<file path="config.mk">
export PLATFORM = sky130hd
export DESIGN_NAME = otp_mirror_ctrl
export DESIGN_NICKNAME = d
export VERILOG_FILES = /design/src/rtl/otp_mirror_ctrl.sv
export SDC_FILE = /design/constraint.sdc
export NUM_CORES = 1
export LEC_CHECK = 0
export ABC_AREA = 1
export ABC_CLOCK_PERIOD_IN_PS = 2000
export BUFFER_PORTS_ARGS = -buffer_cell sky130_fd_sc_hd__buf_2
export CAP_MARGIN = 20
export CORE_AREA = 3 3 138 140
export CTS_CLUSTER_DIAMETER = 50
export CTS_CLUSTER_SIZE = 12
export DETAILED_ROUTE_END_ITERATION = 7
export DIE_AREA = 0 0 141 143
export PLACE_DENSITY = 0.66
export RECOVER_POWER = 25
export SKIP_CTS_REPAIR_TIMING = 1
export SLEW_MARGIN = 20
export SYNTH_ARGS = -nofsm -noshare
export SYNTH_HDL_FRONTEND = slang
export SYNTH_SLANG_ARGS = --single-unit
</file>
<file path="constraint.sdc">
create_clock -name clk -period 2 [get_ports clk]
set_clock_uncertainty 0.05 [all_clocks]
set_input_delay 0.2 -clock clk [delete_from_list [all_inputs] [get_ports clk]]
set_output_delay 0.2 -clock clk [all_outputs]
set_load 0.02 [all_outputs]
</file>
<file path="src/rtl/otp_mirror_ctrl.sv">
module otp_mirror_ctrl #(
  parameter int NBYTES    = 12,
  parameter int AW        = 4,
  parameter int DW        = 8,
  parameter int CUST_LO   = 8,
  parameter int CUST_N    = 2,
  parameter int LOCK_BYTE = 9,
  parameter int LOCK_BIT  = 7,
  parameter int CTRL_ADDR = 12,
  parameter int PROG_ADDR = 13
) (
  input  logic                  clk,
  input  logic                  rst_n,
  input  logic                  test_mode,
  input  logic                  bus_sel,
  input  logic                  bus_we,
  input  logic [AW-1:0]         bus_addr,
  input  logic [DW-1:0]         bus_wdata,
  output logic [DW-1:0]         bus_rdata,
  output logic                  bus_ready,
  output logic                  fuse_pwr_en,
  output logic                  fuse_rd_en,
  output logic [AW-1:0]         fuse_addr,
  input  logic [DW-1:0]         fuse_rdata,
  output logic                  fuse_prog_en,
  output logic [AW-1:0]         fuse_prog_addr,
  output logic [$clog2(DW)-1:0] fuse_prog_bit,
  output logic                  boot_done
);
  localparam int BW = $clog2(DW);
  localparam int CW = $clog2(NBYTES + 1);

  logic [DW-1:0] mirror [NBYTES];
  logic          busy, done, err, ld_vld;
  logic [CW-1:0] cnt;
  logic [AW-1:0] ld_idx;

  logic [AW-1:0] tgt_byte;
  logic [BW-1:0] tgt_bit;
  logic          wr, locked, cust_hit, prog_req, prog_ok, reload_req, mir_wr, ld_last;

  assign bus_ready   = done & ~busy;
  assign boot_done   = done;
  assign fuse_pwr_en = busy;
  assign fuse_rd_en  = busy & (int'(cnt) < NBYTES);
  assign fuse_addr   = AW'(cnt);

  assign wr         = bus_sel & bus_we & bus_ready;
  assign tgt_byte   = bus_wdata[BW+AW-1:BW];
  assign tgt_bit    = bus_wdata[BW-1:0];
  assign locked     = mirror[LOCK_BYTE][LOCK_BIT];
  assign cust_hit   = (int'(tgt_byte) >= CUST_LO) && (int'(tgt_byte) < CUST_LO + CUST_N);
  assign prog_req   = wr && (int'(bus_addr) == PROG_ADDR);
  assign prog_ok    = prog_req & cust_hit & ~locked;
  assign reload_req = wr && (int'(bus_addr) == CTRL_ADDR) && bus_wdata[0];
  assign mir_wr     = wr & test_mode & (int'(bus_addr) < NBYTES);
  assign ld_last    = ld_vld && (int'(ld_idx) == NBYTES - 1);

  always_ff @(posedge clk or negedge rst_n) begin
    if (!rst_n) begin
      busy           <= 1'b1;
      done           <= 1'b0;
      err            <= 1'b0;
      cnt            <= '0;
      ld_vld         <= 1'b0;
      ld_idx         <= '0;
      fuse_prog_en   <= 1'b0;
      fuse_prog_addr <= '0;
      fuse_prog_bit  <= '0;
    end else begin
      ld_vld       <= fuse_rd_en;
      ld_idx       <= fuse_addr;
      fuse_prog_en <= prog_ok;
      if (fuse_rd_en) cnt <= cnt + 1'b1;
      if (ld_last) begin
        busy <= 1'b0;
        done <= 1'b1;
      end
      if (reload_req) begin
        busy <= 1'b1;
        cnt  <= '0;
      end
      if (prog_req && !prog_ok) err <= 1'b1;
      if (prog_ok) begin
        fuse_prog_addr <= tgt_byte;
        fuse_prog_bit  <= tgt_bit;
      end
    end
  end

  always_ff @(posedge clk or negedge rst_n) begin
    if (!rst_n) begin
      for (int i = 0; i < NBYTES; i++) mirror[i] <= '0;
    end else if (ld_vld) begin
      mirror[ld_idx] <= fuse_rdata;
    end else if (mir_wr) begin
      mirror[bus_addr] <= bus_wdata;
    end else if (prog_ok) begin
      mirror[tgt_byte][tgt_bit] <= 1'b1;
    end
  end

  always_comb begin
    bus_rdata = '0;
    if (int'(bus_addr) < NBYTES) begin
      if (bus_ready) bus_rdata = mirror[bus_addr];
    end else if (int'(bus_addr) == CTRL_ADDR) begin
      bus_rdata = DW'({err, busy, done});
    end
  end
endmodule


</file>
==> flow_metrics.py <==
metrics = {
    "run_status": {
        "status": "finished with violations",
        "violations": "design-rule violations",
    },
    "clock_network": {
        "root_buffer": "clkbuf_16",
        "cts_tree": "built",
        "cts_buffers": 17,
        "cts_max_level": 4,
        "insertion_delay_ns": 0.44,
        "cts.reportedPaths.clkPinSlew_ns": 0.07,
        "cts_sinks": 116,
        "clock_path_buffers": 2,
    },
    "floorplanning": {
        "die_h_um": 143,
        "dieWidth_um": 141,
        "rows": 49,
        "dieArea_sq_mm": 0.0202,
        "start_util_pct": 49.5,
        "coreArea_sq_mm": 0.0180,
        "ioPinCount": 49,
    },
    "setup_path": {
        "critPathMaxFanout": 2,
        "cp-end-kind": "primary output",
        "cp.arrival_ns": 1.75,
        "path_class": "reg2out",
        "cp_data_required_time_ns": 1.75,
        "cp-start-kind": "flip-flop",
    },
    "finish": {
        "layout_common_cells": "749 x nand2_1, 171 x nor2_1, 115 x dfrtp_1",
        "multi_input_area_sq_mm": 0.00552,
        "final_util_pct": 60.2,
        "seq_area_sq_mm": 0.00290,
        "num-fill-cells": 1759,
        "drive_above_1_share_pct": 14.7,
        "fin_area_sq_mm": 0.0108,
        "final_common_cell": "nand2_1",
        "area_delta_synth_final_pct": 21.8,
        "final_nets": 1651,
        "antenna_cells": 0,
        "layout.cells.non_filler": 1867,
    },
    "global_route": {
        "grt_pass1_wl_um": 56400,
        "grt.overflow.total": 0,
        "grtUsageTotal_pct": 36.9,
        "grt_pass1_vias": 9666,
        "antenna_found_initial": 0,
        "grt_max_degree": 56,
    },
    "logic_synthesis": {
        "syn-num-nets": 1544,
        "synth_cell_types": 31,
        "ys_seq_elements": 116,
        "async_flop_share_pct": 100,
        "synth_edf_count": 0,
        "syn-cell-area_sq_mm": 0.00888,
        "synth_ff_type": "dfrtp_1",
        "avgSynthCellArea_sq_um": 5.85,
        "ys_seq_area_share_pct": 32.7,
        "netlist_instances": 1518,
        "yosys_warnings": 0,
    },
    "sta": {
        "worst_pin_slew_ns": 1.11,
        "finalHoldViolations": 0,
        "post-route-min-period_ns": 2.00,
        "max_freq_mhz": 500,
        "setup_viol": 0,
        "min_period_over_period_pct": 99.9,
        "finalWorstSetupSlack_ns": 0.00143,
        "slew_violations": 0,
        "rsz0062_at_grt": "yes",
        "max_slew_margin_pct": 26.0,
    },
    "power": {
        "vdd_drop_max_mv": 0.865,
        "finalPower_mw": 12.1,
        "p_per_area_mw_per_mm2": 1120,
        "sw_frac_of_total_pct": 44.8,
        "power.clock.fraction_pct": 24.8,
        "p_leak_nw": 5.57,
        "p_int_mw": 6.70,
        "power_frac_seq_pct": 31.0,
        "p_comb_share_pct": 44.2,
        "p_switching_mw": 5.44,
    },
    "place": {
        "placed_area_sq_mm": 0.0100,
        "gp_congestion": 1.05,
        "dp.cells": 1832,
        "place_hpwl_um": 25500,
        "place_ws_ns": -0.0181,
        "port_buffers": 48,
    },
    "detailed_routing": {
        "drt_iter0_drc": 1436,
        "vias": 10589,
        "drc": 1,
        "routedWlPerCell_um": 19.9,
        "drt_first_pass_iters": 8,
        "ant_nets": 0,
        "drt-total-wl_um": 37200,
        "vias_per_cell": 5.67,
    },
    "worst_hold_path": {
        "hp-class": "in2reg",
    },
    "flow_run": {
        "maxCapViolations": 0,
    },
}
==> metrics by stage <==
step	setup TNS, ns	hold WS, ns
floorplan	0	-0.146
global placement	-0.704	0.175
detailed placement	-0.0725	0.180
CTS	-0.720	-0.275
global route	-0.177	0.108
finish	0	0.0309
==> power groups by stage <==
stage / clock (mW) / combinational (mW) / sequential [mW]
after floorplan: 0 / 3.30 / 3.61
after global placement: 0 / 4.95 / 3.73
after detailed placement: 0 / 5.01 / 3.73
after CTS: 3.03 / 5.03 / 3.72
after global routing: 3.14 / 5.89 / 3.84
final: 3.01 / 5.37 / 3.76
==> routing by layer <==
layer  vias up  track usage [%]  part of all wire (%)
met4         0             18.9                   6.0
met2       689             55.4                    43
li1       4966                -                     -
met5         -                0                     0
met3       161             8.24                    12
met1      4773             50.1                    39
==> sequential cells by signal, summed over array words and instances (netlist names) <==
register / count
fuse_pwr_en: 1
fuse_prog_en: 1
fuse_addr: 4
mirror: 95
ld_idx: 4
err: 1
boot_done: 1
fuse_prog_bit: 3
fuse_prog_addr: 4
locked: 1
ld_vld: 1
==> Yosys cell counts (4+ instances only) <==
cell,instances,share of area (%)
nor2_2,9,0.63
nand3_1,124,7.0
nand4_1,17,1.2
clkbuf_1,34,1.4
inv_1,89,3.8
o21bai_1,46,3.9
clkinv_1,4,0.17
buf_4,4,0.34
a21oi_1,17,0.96
o21ai_0,75,4.2
nor2_1,172,7.3
inv_2,4,0.17
nand2_1,755,32
buf_2,23,1.3
dfrtp_1,115,32
nor2_4,12,1.5
o21ai_1,4,0.23
==> final timing paths <==
path / startpoint / end / slack, ns / cells after the start
worst max-delay path: mirror[67]$_DFFE_PN0P_ / bus_rdata[3] / 0.001 / 9
worst min-delay path: fuse_rdata[3] / mirror[3]$_DFFE_PN0P_ / 0.03 / 5
worst max register to register: fuse_pwr_en$_DFFE_PN1P_ / mirror[10]$_DFFE_PN0P_ / 0.09 / 11
worst min register to register: fuse_prog_addr[2]$_DFFE_PN0P_ / fuse_prog_addr[2]$_DFFE_PN0P_ / 0.42 / 2
max in group asynchronous: rst_n / mirror[39]$_DFFE_PN0P_ / 0.21 / 3
min in group asynchronous: rst_n / mirror[2]$_DFFE_PN0P_ / 0.45 / 2
==> logic make-up (layout without fill, tap and decap cells) <==
family	Yosys count	after routing	synth area share, %
AND/OR/NAND/NOR	1096	1096	50.1
buffers and inverters	159	279	7.34
AO/OA/AOI/OAI	145	145	9.67
flip-flops	116	116	32.7
adder cells (fa/ha/maj)	1	1	0.141
XOR/XNOR	1	1	0.0986
==> critical path, stage by stage (launching register included) <==
cell and delay (ns):
dfrtp_1 0.38, inv_1 0.08, nor2_1 0.05, a21oi_1 0.21, nand2_1 0.10, nand2_1 0.09
nand3_1 0.08, nand2_1 0.13, inv_1 0.05, buf_2 0.15
==> cell type report <==
class | instances | share of cell area (%)
multi-input combinational | 1243 | 51.0
sequential | 116 | 26.8
clock inverter | 15 | 1.35
clock buffer | 17 | 3.93
inverter | 97 | 3.36
timing repair buffer | 150 | 10.9
tap | 229 | 2.65
No activity file was read; power rests on OpenSTA's default activity.
